<file path="src/rtl/spi_port_pkg.sv">
package spi_port_pkg;

  typedef enum logic [1:0] {
    RATE_FAST  = 2'd0,
    RATE_MID   = 2'd1,
    RATE_SLOW  = 2'd2,
    RATE_CRAWL = 2'd3
  } rate_e;

  // multiple of the base half period for each rate step
  function automatic int unsigned half_mult(input rate_e r);
    case (r)
      RATE_FAST:  half_mult = 1;
      RATE_MID:   half_mult = 2;
      RATE_SLOW:  half_mult = 4;
      default:    half_mult = 32;
    endcase
  endfunction

endpackage

</file>
<file path="src/rtl/spi_rate_gen.sv">
module spi_rate_gen
  import spi_port_pkg::*;
#(
  parameter int unsigned BASE = 3
) (
  input  logic       clk,
  input  logic       rst_n,
  input  logic       run,
  input  logic [1:0] rate,
  output logic       tick
);
  localparam int unsigned MAXH = BASE * 32;
  localparam int unsigned CW   = $clog2(MAXH + 1);

  logic [CW-1:0] cnt_q, cnt_n, lim;

  always_comb begin
    lim  = CW'(BASE * half_mult(rate_e'(rate)) - 1);
    tick = run && (cnt_q == lim);
    if (!run || tick) cnt_n = '0;
    else              cnt_n = cnt_q + 1'b1;
  end

  always_ff @(posedge clk or negedge rst_n) begin
    if (!rst_n) cnt_q <= '0;
    else        cnt_q <= cnt_n;
  end
endmodule

</file>
<file path="src/rtl/spi_in_sync.sv">
module spi_in_sync #(
  parameter int unsigned N       = 3,
  parameter logic [N-1:0] RST_VAL = '0
) (
  input  logic         clk,
  input  logic         rst_n,
  input  logic [N-1:0] din,
  output logic [N-1:0] dout
);
  for (genvar g = 0; g < N; g++) begin : g_bit
    logic s1_q, s2_q;
    always_ff @(posedge clk or negedge rst_n) begin
      if (!rst_n) begin
        s1_q <= RST_VAL[g];
        s2_q <= RST_VAL[g];
      end else begin
        s1_q <= din[g];
        s2_q <= s1_q;
      end
    end
    assign dout[g] = s2_q;
  end
endmodule

</file>
<file path="src/rtl/spi_shift_core.sv">
module spi_shift_core #(
  parameter int unsigned DW = 8
) (
  input  logic          clk,
  input  logic          rst_n,
  input  logic          cpha,
  input  logic          load,
  input  logic [DW-1:0] load_data,
  input  logic          idle,
  input  logic          ev,
  input  logic          ev_lead,
  input  logic          din,
  output logic          out_bit,
  output logic [DW-1:0] data,
  output logic          complete
);
  localparam int unsigned EW = $clog2(2 * DW + 1);
  localparam logic [EW-1:0] LAST_EDGE = EW'(2 * DW);

  logic [DW-1:0] sh_q, sh_n, data_q, data_n;
  logic [EW-1:0] ecnt_q, ecnt_n;
  logic          rxb_q, rxb_n, out_q, out_n;
  logic          step, in_bit;
  logic [DW-1:0] shifted;

  always_comb begin
    sh_n     = sh_q;
    data_n   = data_q;
    ecnt_n   = ecnt_q;
    rxb_n    = rxb_q;
    out_n    = out_q;
    step     = !load && !idle && ev && (ecnt_q != LAST_EDGE);
    in_bit   = cpha ? din : rxb_q;
    shifted  = {sh_q[DW-2:0], in_bit};
    complete = step && !ev_lead && (ecnt_q == LAST_EDGE - 1'b1);
    if (load) begin
      sh_n   = load_data;
      data_n = load_data;
      out_n  = load_data[DW-1];
      ecnt_n = '0;
    end else if (idle) begin
      sh_n   = data_q;
      out_n  = data_q[DW-1];
      ecnt_n = '0;
    end else if (step) begin
      ecnt_n = ecnt_q + 1'b1;
      if (ev_lead) begin
        if (!cpha) rxb_n = din;
        else       out_n = sh_q[DW-1];
      end else begin
        sh_n = shifted;
        if (!cpha) out_n = sh_q[DW-2];
        if (complete) data_n = shifted;
      end
    end
  end

  always_ff @(posedge clk or negedge rst_n) begin
    if (!rst_n) begin
      sh_q   <= '0;
      data_q <= '0;
      ecnt_q <= '0;
      rxb_q  <= 1'b0;
      out_q  <= 1'b0;
    end else begin
      sh_q   <= sh_n;
      data_q <= data_n;
      ecnt_q <= ecnt_n;
      rxb_q  <= rxb_n;
      out_q  <= out_n;
    end
  end

  assign out_bit = out_q;
  assign data    = data_q;
endmodule

</file>
<file path="src/rtl/spi_port.sv">
module spi_port #(
  parameter int unsigned DW   = 8,
  parameter int unsigned BASE = 3
) (
  input  logic          clk,
  input  logic          rst_n,
  input  logic          cfg_slave,
  input  logic          cfg_cpol,
  input  logic          cfg_cpha,
  input  logic [1:0]    cfg_rate,
  input  logic          wr_en,
  input  logic [DW-1:0] wr_data,
  output logic [DW-1:0] rd_data,
  output logic          busy,
  output logic          done,
  output logic          irq,
  input  logic          sck_i,
  output logic          sck_o,
  output logic          sck_oe,
  input  logic          mosi_i,
  output logic          mosi_o,
  output logic          mosi_oe,
  input  logic          miso_i,
  output logic          miso_o,
  output logic          miso_oe,
  input  logic          ss_n_i
);
  logic       master;
  logic [2:0] sync_out;
  logic       ss_s, sck_s, mosi_s;
  logic       sck_d_q;
  logic       busy_q, busy_n, sck_q, sck_n, done_q, done_n;
  logic       tick, wr_ok, ev, ev_lead, idle, din, out_bit, complete;

  assign master = !cfg_slave;

  spi_in_sync #(.N(3), .RST_VAL(3'b100)) u_sync (
    .clk (clk), .rst_n (rst_n),
    .din ({ss_n_i, sck_i, mosi_i}),
    .dout(sync_out)
  );
  assign {ss_s, sck_s, mosi_s} = sync_out;

  spi_rate_gen #(.BASE(BASE)) u_rate (
    .clk (clk), .rst_n (rst_n),
    .run (master && busy_q),
    .rate(cfg_rate),
    .tick(tick)
  );

  always_comb begin
    busy    = master ? busy_q : !ss_s;
    wr_ok   = wr_en && !busy;
    idle    = master ? (!busy_q && !wr_ok) : ss_s;
    din     = master ? miso_i : mosi_s;
    if (master) begin
      ev      = tick;
      ev_lead = (sck_q == cfg_cpol);
    end else begin
      ev      = !ss_s && (sck_s != sck_d_q);
      ev_lead = (sck_s != cfg_cpol);
    end

    busy_n = busy_q;
    if (!master)      busy_n = 1'b0;
    else if (wr_ok)   busy_n = 1'b1;
    else if (complete) busy_n = 1'b0;

    if (master && busy_q) sck_n = tick ? !sck_q : sck_q;
    else                  sck_n = cfg_cpol;

    done_n = done_q;
    if (complete)   done_n = 1'b1;
    else if (wr_ok) done_n = 1'b0;
  end

  spi_shift_core #(.DW(DW)) u_core (
    .clk      (clk),
    .rst_n    (rst_n),
    .cpha     (cfg_cpha),
    .load     (wr_ok),
    .load_data(wr_data),
    .idle     (idle),
    .ev       (ev),
    .ev_lead  (ev_lead),
    .din      (din),
    .out_bit  (out_bit),
    .data     (rd_data),
    .complete (complete)
  );

  always_ff @(posedge clk or negedge rst_n) begin
    if (!rst_n) begin
      busy_q  <= 1'b0;
      sck_q   <= 1'b0;
      done_q  <= 1'b0;
      sck_d_q <= 1'b0;
    end else begin
      busy_q  <= busy_n;
      sck_q   <= sck_n;
      done_q  <= done_n;
      sck_d_q <= sck_s;
    end
  end

  assign done    = done_q;
  assign irq     = done_q;
  assign sck_o   = sck_q;
  assign sck_oe  = master;
  assign mosi_o  = out_bit;
  assign mosi_oe = master;
  assign miso_o  = out_bit;
  assign miso_oe = !master && !ss_s;
endmodule

</file>
<file path="config.mk">
export PLATFORM = sky130hd
export DESIGN_NAME = spi_port
export DESIGN_NICKNAME = d
export VERILOG_FILES = /design/src/rtl/spi_port_pkg.sv /design/src/rtl/spi_rate_gen.sv /design/src/rtl/spi_in_sync.sv /design/src/rtl/spi_shift_core.sv /design/src/rtl/spi_port.sv
export SDC_FILE = /design/constraint.sdc
export NUM_CORES = 1
export LEC_CHECK = 0
export ABC_AREA = 1
export BUFFER_PORTS_ARGS = -buffer_cell sky130_fd_sc_hd__buf_2
export CAP_MARGIN = 20
export CORE_UTILIZATION = 50
export CTS_CLUSTER_DIAMETER = 30
export DETAILED_ROUTE_END_ITERATION = 6
export PLACE_DENSITY = 0.77
export SLEW_MARGIN = 10
export SYNTH_ARGS = -nofsm -noshare
export SYNTH_HDL_FRONTEND = slang
export SYNTH_SLANG_ARGS = --single-unit
</file>
<file path="constraint.sdc">
create_clock -name clk -period 1.5 [get_ports clk]
set_clock_uncertainty 0.05 [all_clocks]
set_input_delay 0.3 -clock clk [delete_from_list [all_inputs] [get_ports clk]]
set_output_delay 0.3 -clock clk [all_outputs]
set_load 0.02 [all_outputs]
</file>
==> results of run 1 <==
-- per-stage QoR --
step	utilization, %	cell area (µm²)	setup WS (ps)	hold WS [ps]	power [mW]
final	76.48	3059	-227.8	46.66	2.972
after global routing	76.48	3059	-311.3	38.62	3.148
after CTS	72.47	2899	-158.5	49.01	2.869
after detailed placement	63.87	2555	-255.4	239.7	2.063
after global placement	63.87	2555	-170.1	233.0	2.040
after floorplan	-	2096	3.806	-45.59	1.770
-- worst register-to-register path, stage by stage (launching register included) --
cell     delay, ps
dfrtp_1        400
buf_4          140
nand2_1         70
nand3_2         80
nor2_2         110
nand4_1        170
nand2_4        160
nand2_4         90
or2_1          240
nand2_1         60
o21ai_1         60
-- power groups by stage --
| stage | clock, mW | combinational (mW) | sequential, mW |
|---|---|---|---|
| floorplan | 0 | 0.374 | 1.40 |
| global placement | 0 | 0.703 | 1.34 |
| detailed placement | 0 | 0.721 | 1.34 |
| CTS | 0.742 | 0.799 | 1.33 |
| global route | 0.812 | 0.975 | 1.36 |
| finish | 0.744 | 0.883 | 1.35 |
-- state kept, by name (all words and copies together) (netlist names) --
| register | flops |
|---|---|
| u_core.data | 8 |
| u_core.sh_q | 8 |
| u_rate.cnt_q | 7 |
| u_core.ecnt_q | 5 |
| u_sync.g_bit.s1_q | 3 |
| u_sync.g_bit.s2_q | 3 |
| busy_q | 1 |
| done | 1 |
| sck_d_q | 1 |
| sck_o | 1 |
| u_core.out_bit | 1 |
| u_core.rxb_q | 1 |
-- cell families (layout without fill, tap and decap cells) --
group,after synthesis,count (layout)
AND/OR/NAND/NOR,143,146
flip-flops,40,40
XOR/XNOR,4,4
AO/OA/AOI/OAI,42,42
adder cells (fa/ha/maj),4,4
buffers and inverters,39,122
-- per-layer routing --
| layer | track usage, % | up-vias | wire length [µm] |
|---|---|---|---|
| met4 | 11.70 | 0 | 140 |
| li1 | - | 1035 | - |
| met1 | 36.36 | 1007 | 2454 |
| met3 | 6.678 | 14 | 294 |
| met2 | 43.69 | 77 | 2830 |
| met5 | 0 | - | 0 |
-- cell type report --
cell class / instances / area [µm²] / share of cell area [%]
Multi-Input combinational cell: 196 / 1204 / 39.35
Sequential cell: 40 / 1005 / 32.84
Timing Repair Buffer: 81 / 571.8 / 18.69
Inverter: 33 / 126.4 / 4.131
Clock buffer: 8 / 90.09 / 2.945
Tap cell: 50 / 62.56 / 2.045
-- worst paths after layout --
| check | start | end | slack [ps] | cells past startpoint |
|---|---|---|---|---|
| min | ss_n_i | u_sync.g_bit[2].s1_q | 50 | 1 |
| max in group asynchronous | rst_n | u_sync.g_bit[2].s2_q | 690 | 3 |
| max reg2reg | u_rate.cnt_q[3] | u_core.rxb_q | -230 | 10 |
| min in group asynchronous | rst_n | u_core.sh_q[1] | 440 | 3 |
| max | u_rate.cnt_q[3] | u_core.rxb_q | -230 | 10 |
| min reg2reg | u_sync.g_bit[0].s1_q | u_sync.g_bit[0].s2_q | 310 | 0 |
-- synthesized netlist by cell type --
cell type / n / area (µm²)
nand2_1: 93 / 349.1
dfrtp_1: 38 / 950.9
inv_1: 31 / 116.4
o21ai_0: 31 / 155.2
nand3_1: 20 / 100.1
nor2_1: 17 / 63.81
nand2_2: 5 / 31.28
a21oi_1: 4 / 20.02
ha_1: 4 / 50.05
buf_4: 3 / 22.52
buf_2: 2 / 10.01
dfstp_2: 2 / 52.55
inv_2: 2 / 7.510
nand4_1: 2 / 12.51
o21ai_1: 2 / 10.01
o22ai_1: 2 / 12.51
xor2_1: 2 / 17.52
clkbuf_1: 1 / 3.750
nand3_2: 1 / 10.01
nand4_4: 1 / 21.27
nor2_4: 1 / 11.26
nor3_1: 1 / 5.000
o211ai_1: 1 / 7.510
o21ai_2: 1 / 8.760
o21bai_1: 1 / 7.510
or2_0: 1 / 6.260
or2_1: 1 / 6.260
xnor2_1: 1 / 8.760
xnor2_2: 1 / 16.27
-- timing repair --
item,CTS,global route
hold buffers,1,0
buffers inserted,13,4
pin swaps,9,24
gates resized for setup,39,44
cloned,2,1
setup endpoints to repair,27,35
endpoints found under the hold margin,38,0
==> impl_metrics.yaml, run 1 <==
outcome:
  status: "finished with violations"
  violations: "negative setup slack"
setup_path:
  cp_slowest_stage_delay_ps: 400
  crit_slowest_cell: "dfrtp_1"
  critPathBufInv: 1
  cp_data_arrival_time_ps: 1870
  cp.required_ps: 1640
  worstSetupStartpointType: "register"
  critical_path_class: "register to register"
  endpoint_kind: "register"
  critPathMaxFanout: 5
  crit_family: "simple AND/OR/NAND/NOR gates"
  crit_chain: "buf_4 -> nand2_1 -> nand3_2 -> nor2_2 -> nand4_1 -> nand2_4 -> nand2_4 -> or2_1 -> nand2_1 -> o21ai_1"
detailed_routing:
  drtAntennaViolNets: 0
  vias: 2133
  drc: 0
  detail_route.vias_per_cell: 5.228
  wire_per_inst_um: 14.02
  drtIter0Drc: 108
  drt_first_pass_iters: 4
  drt_wl_total_mm: 5.719
timing:
  slew_headroom_pct: 69.49
  rsz0062_at_grt: "true"
  period_share_pct: 115.2
  tightest_slew_ps: 454.6
  slew_viol_final: 0
  hold_viol: 0
  timing.final.ws_setup_ps: -227.8
  setup_viol: 27
  finalSetupTns_ps: -4356
  fmax_mhz: 578.8
  period_needed_ps: 1728
power_and_ir_drop:
  clkPwrFrac_pct: 25.0
  switching_share_pct: 33.96
  p_switching_mw: 1.009
  ir_drop_mv: 0.9456
  pwr-share-comb_pct: 29.7
  share_seq_of_total_power_pct: 45.3
  cellPowerDensity_nw_per_um2: 971.4
  power.internal_mw: 1.962
  leakagePower_nw: 1.573
placed_design:
  place_inst: 384
  port-buffer-count: 36
  dp_hpwl_mm: 3.444
  place_congestion: 0.8339
yosys:
  syn-cell-area_um2: 2095
  synthCells: 272
  synth_cell_type_count: 29
  syn-num-nets: 296
  yosys_warnings: 0
  synth_top_family_by_area: "simple AND/OR/NAND/NOR gates"
  synth_xor_area_share_pct: 2.031
  postSynthAreaPerCell_um2: 7.700
  synth_seq_cells: 40
  synthMuxAreaShare_pct: 0
  synthAdderAreaFrac_pct: 2.389
  yosys.area_share.simple_pct: 29.45
  ys_seq_area_share_pct: 47.91
  synth_compound_area_share_pct: 10.57
clock_network:
  clock-root-buffer: "clkbuf_8"
  cts-buffers-inserted: 5
  path_clk_slew_ps: 70
  clk_latency_ps: 300
  cts_tree: "done"
  cts_buffer_depth: 2
  cts.sink_count: 40
  htree_levels: 2
die:
  core.rowCount: 23
  die_y_um: 66.72
  die_area_um2: 4452
  start_util_pct: 52.36
  core_um2: 4000
  die_x_um: 66.72
  ios: 37
grt:
  grt_pass1_vias: 2027
  antenna_found_initial: 0
  grt_start_max_net_pins: 41
  grt_remaining_overflow: 0
  grt_usage_pct: 27.80
  grt_pass1_wl_mm: 9.135
finish:
  final_cell_mix: "nand2_1, dfrtp_1, buf_4"
  final_common_cell: "nand2_1"
  nFillCells: 259
  final_nets: 381
  antennaDiodeCount: 0
  area_growth_syn_to_layout_pct: 46.06
  drive_gt1_share_pct: 43.30
  layout.cells.non_filler: 408
job:
  maxCapViolations: 0
hold_path:
  hp-class: "input pin to register"
Power figures use the tool's default switching activity.
==> run 2, diff against run 1 <==
--- a/config.mk
+++ b/config.mk
@@ -8,6 +8,7 @@
 export ABC_AREA = 1
 export BUFFER_PORTS_ARGS = -buffer_cell sky130_fd_sc_hd__buf_2
 export CAP_MARGIN = 20
+export CORE_MARGIN = 2
 export CORE_UTILIZATION = 50
 export CTS_CLUSTER_DIAMETER = 30
 export DETAILED_ROUTE_END_ITERATION = 6
==> constraint.sdc (replaced) <==
create_clock -name clk -period 1.5 [get_ports clk]
set_clock_uncertainty 0.05 [all_clocks]
set_input_delay 0.225 -clock clk [delete_from_list [all_inputs] [get_ports clk]]
set_output_delay 0.225 -clock clk [all_outputs]
set_load 0.02 [all_outputs]
==> run 2 against run 1 <==
  * The flow still finishes with violations (negative setup slack)
  * Register-to-register slack better by 60 ps
  * Clock-buffer cell count is 2 lower
  * Die area is 6.1% higher
  * Hold slack better by 150 ps
  * Global-route usage is 3.7 points lower
  * Clock power is 2% lower
  * Cell area is 7.3% lower
  * Non-clock buffer count is 10 lower
  * Via count is 5.6% lower
  * Core utilization is 6.1 points lower
  * First-iteration DRC count is 1.9% lower
  * Critical path type unchanged
  * Critical endpoint unchanged
  * Largest power group unchanged
==> impl_metrics.yaml, run 2 (synthesized netlist as in run 1, its figures left out) <==
power_and_ir_drop:
  leakagePower_nw: 1.511
  power_mw: 2.870
  cellPowerDensity_nw_per_um2: 1012
  ir_drop_mv: 0.7647
placed_design:
  port-buffer-count: 36
  place_congestion: 0.8574
  dp_hpwl_mm: 3.603
detailed_routing:
  drtIter0Drc: 106
  drt_wl_total_mm: 5.046
  drtAntennaViolNets: 0
  wire_per_inst_um: 12.77
  detail_route.vias_per_cell: 5.096
  drt_first_pass_iters: 4
  drc: 0
  vias: 2013
grt:
  use_met2_pct: 38.10
  grt_usage_pct: 24.14
  grt_util_met3_pct: 4.058
  use_met1_pct: 33.02
  antenna_found_initial: 0
  grt_most_used_layer: "met2"
  grt_pass1_wl_mm: 8.424
  grt_start_max_net_pins: 26
  grt_remaining_overflow: 0
  grt_pass1_vias: 1891
setup_path:
  rr_startpoint: "u_rate.cnt_q[3]"
  reg2reg_to: "u_core.rxb_q"
  cp_slowest_stage_delay_ps: 400
  crit_path_end: "u_core.rxb_q"
  critical_path_class: "register to register"
  cp_data_arrival_time_ps: 1810
  crit_start: "u_rate.cnt_q[3]"
  crit_slowest_cell: "dfrtp_1"
  crit_top_cell: "nand2_1"
  critPathBufInv: 1
  worstRegToRegCells: 10
  worstSetupStartpointType: "register"
  crit_chain: "inv_1 -> a21oi_1 -> nand2_1 -> nor2_2 -> nand4_1 -> nand2_2 -> nand2_4 -> or2_1 -> nand2_1 -> o21ai_1"
  cp.depth: 10
  critPathMaxFanout: 6
  ff2ff_setup_slack_ps: -170
  cp.required_ps: 1640
  crit_family: "simple AND/OR/NAND/NOR gates"
  endpoint_kind: "register"
finish:
  final_cell_mix: "nand2_1, dfrtp_1, buf_2"
  drive_gt1_share_pct: 32.46
  final_common_cell: "nand2_1"
  final_nets: 368
  antennaDiodeCount: 0
  area_growth_syn_to_layout_pct: 35.42
timing:
  setup_viol: 26
  slew_viol_final: 0
  rsz0062_at_grt: "true"
  timing.final.ws_setup_ps: -170.2
  slew_headroom_pct: 71.61
  period_share_pct: 111.3
  hold_viol: 0
  period_needed_ps: 1670
  worst_hold_slack_ps: 198.1
  tightest_slew_ps: 423.7
  fmax_mhz: 598.7
hold_path:
  hp-class: "input pin to register"
die:
  core_um2: 4029
  die_x_um: 68.72
  die_y_um: 68.72
  start_util_pct: 51.99
  core.rowCount: 23
  ios: 37
  die_area_um2: 4722
clock_network:
  cts-buffers-inserted: 5
  cts_tree: "done"
  path_clk_slew_ps: 70
  cts.sink_count: 40
  htree_levels: 2
  cts_buffer_depth: 2
  clk_latency_ps: 290
  clock-root-buffer: "clkbuf_8"
job:
  maxCapViolations: 0
outcome:
  status: "finished with violations"
  violations: "negative setup slack"
## run 2: cell types whose count changed in the layout (fill, tap and decap cells not counted), sizes merged
| cell | previous run | this run |
|---|---|---|
| nand4 | 4 | 3 |
| clkbuf | 8 | 6 |
| clkinv | 0 | 2 |
| buf | 80 | 67 |
| dlygate4sd3 | 1 | 4 |
| nand2 | 100 | 98 |
## run 2: how the worst min path moves through the flow
stage,startpoint,endpoint,cells past startpoint
after floorplan,rst_n,busy_q,0
after global placement,rst_n,u_rate.cnt_q[0],1
after detailed placement,rst_n,u_rate.cnt_q[0],1
after CTS,cfg_cpol,sck_o,3
after global routing,cfg_cpol,sck_o,3
final,cfg_cpol,sck_o,3
## run 2: final cells by class
class	count	area, µm²
fillers	311	1192
multi-input cells	193	1041
flip-flops and latches	40	1005
repair buffers	71	509.2
inverters	33	126.4
clock buffers	6	82.58
well taps	50	62.56
clock inverters	2	10.01
## run 2: tightest hold or removal path: stages
cell,delay (ps)
buf_2,110
nand2_1,50
o211ai_1,110
## run 2: what timing repair did
item / CTS / global route
endpoints found under the hold margin: 17 / 0
buffers inserted: 1 / 3
endpoints found under the setup margin: 27 / 29
gates resized for setup: 23 / 21
hold buffers: 4 / 0
pin swaps: 3 / 5
## run 2: per-layer routing
| layer | up-vias | wire length [µm] |
|---|---|---|
| li1 | 1006 | - |
| met1 | 942 | 2260 |
| met2 | 59 | 2460 |
| met3 | 6 | 265 |
| met4 | 0 | 60 |
| met5 | - | 0 |
## run 2: stage by stage
stage / util [%] / std cells / instance area (µm²) / worst slack (ps) / TNS [ps]
after floorplan: - / 272 / 2096 / 3.806 / 0
after global placement: 62.80 / 379 / 2530 / -138.3 / -1960
after detailed placement: 62.80 / 379 / 2530 / -233.5 / -3265
after CTS: 68.35 / 392 / 2754 / -164.3 / -3036
after global routing: 70.40 / 395 / 2836 / -331.2 / -6715
final: 70.40 / 395 / 2836 / -170.2 / -2967
## run 2: where the power goes
group	internal [mW]	leakage, nW	switching, mW
sequential	1.23	0.508	0.113
clock	0.367	0.0510	0.365
combinational	0.326	0.952	0.474
total	1.92	1.51	0.952
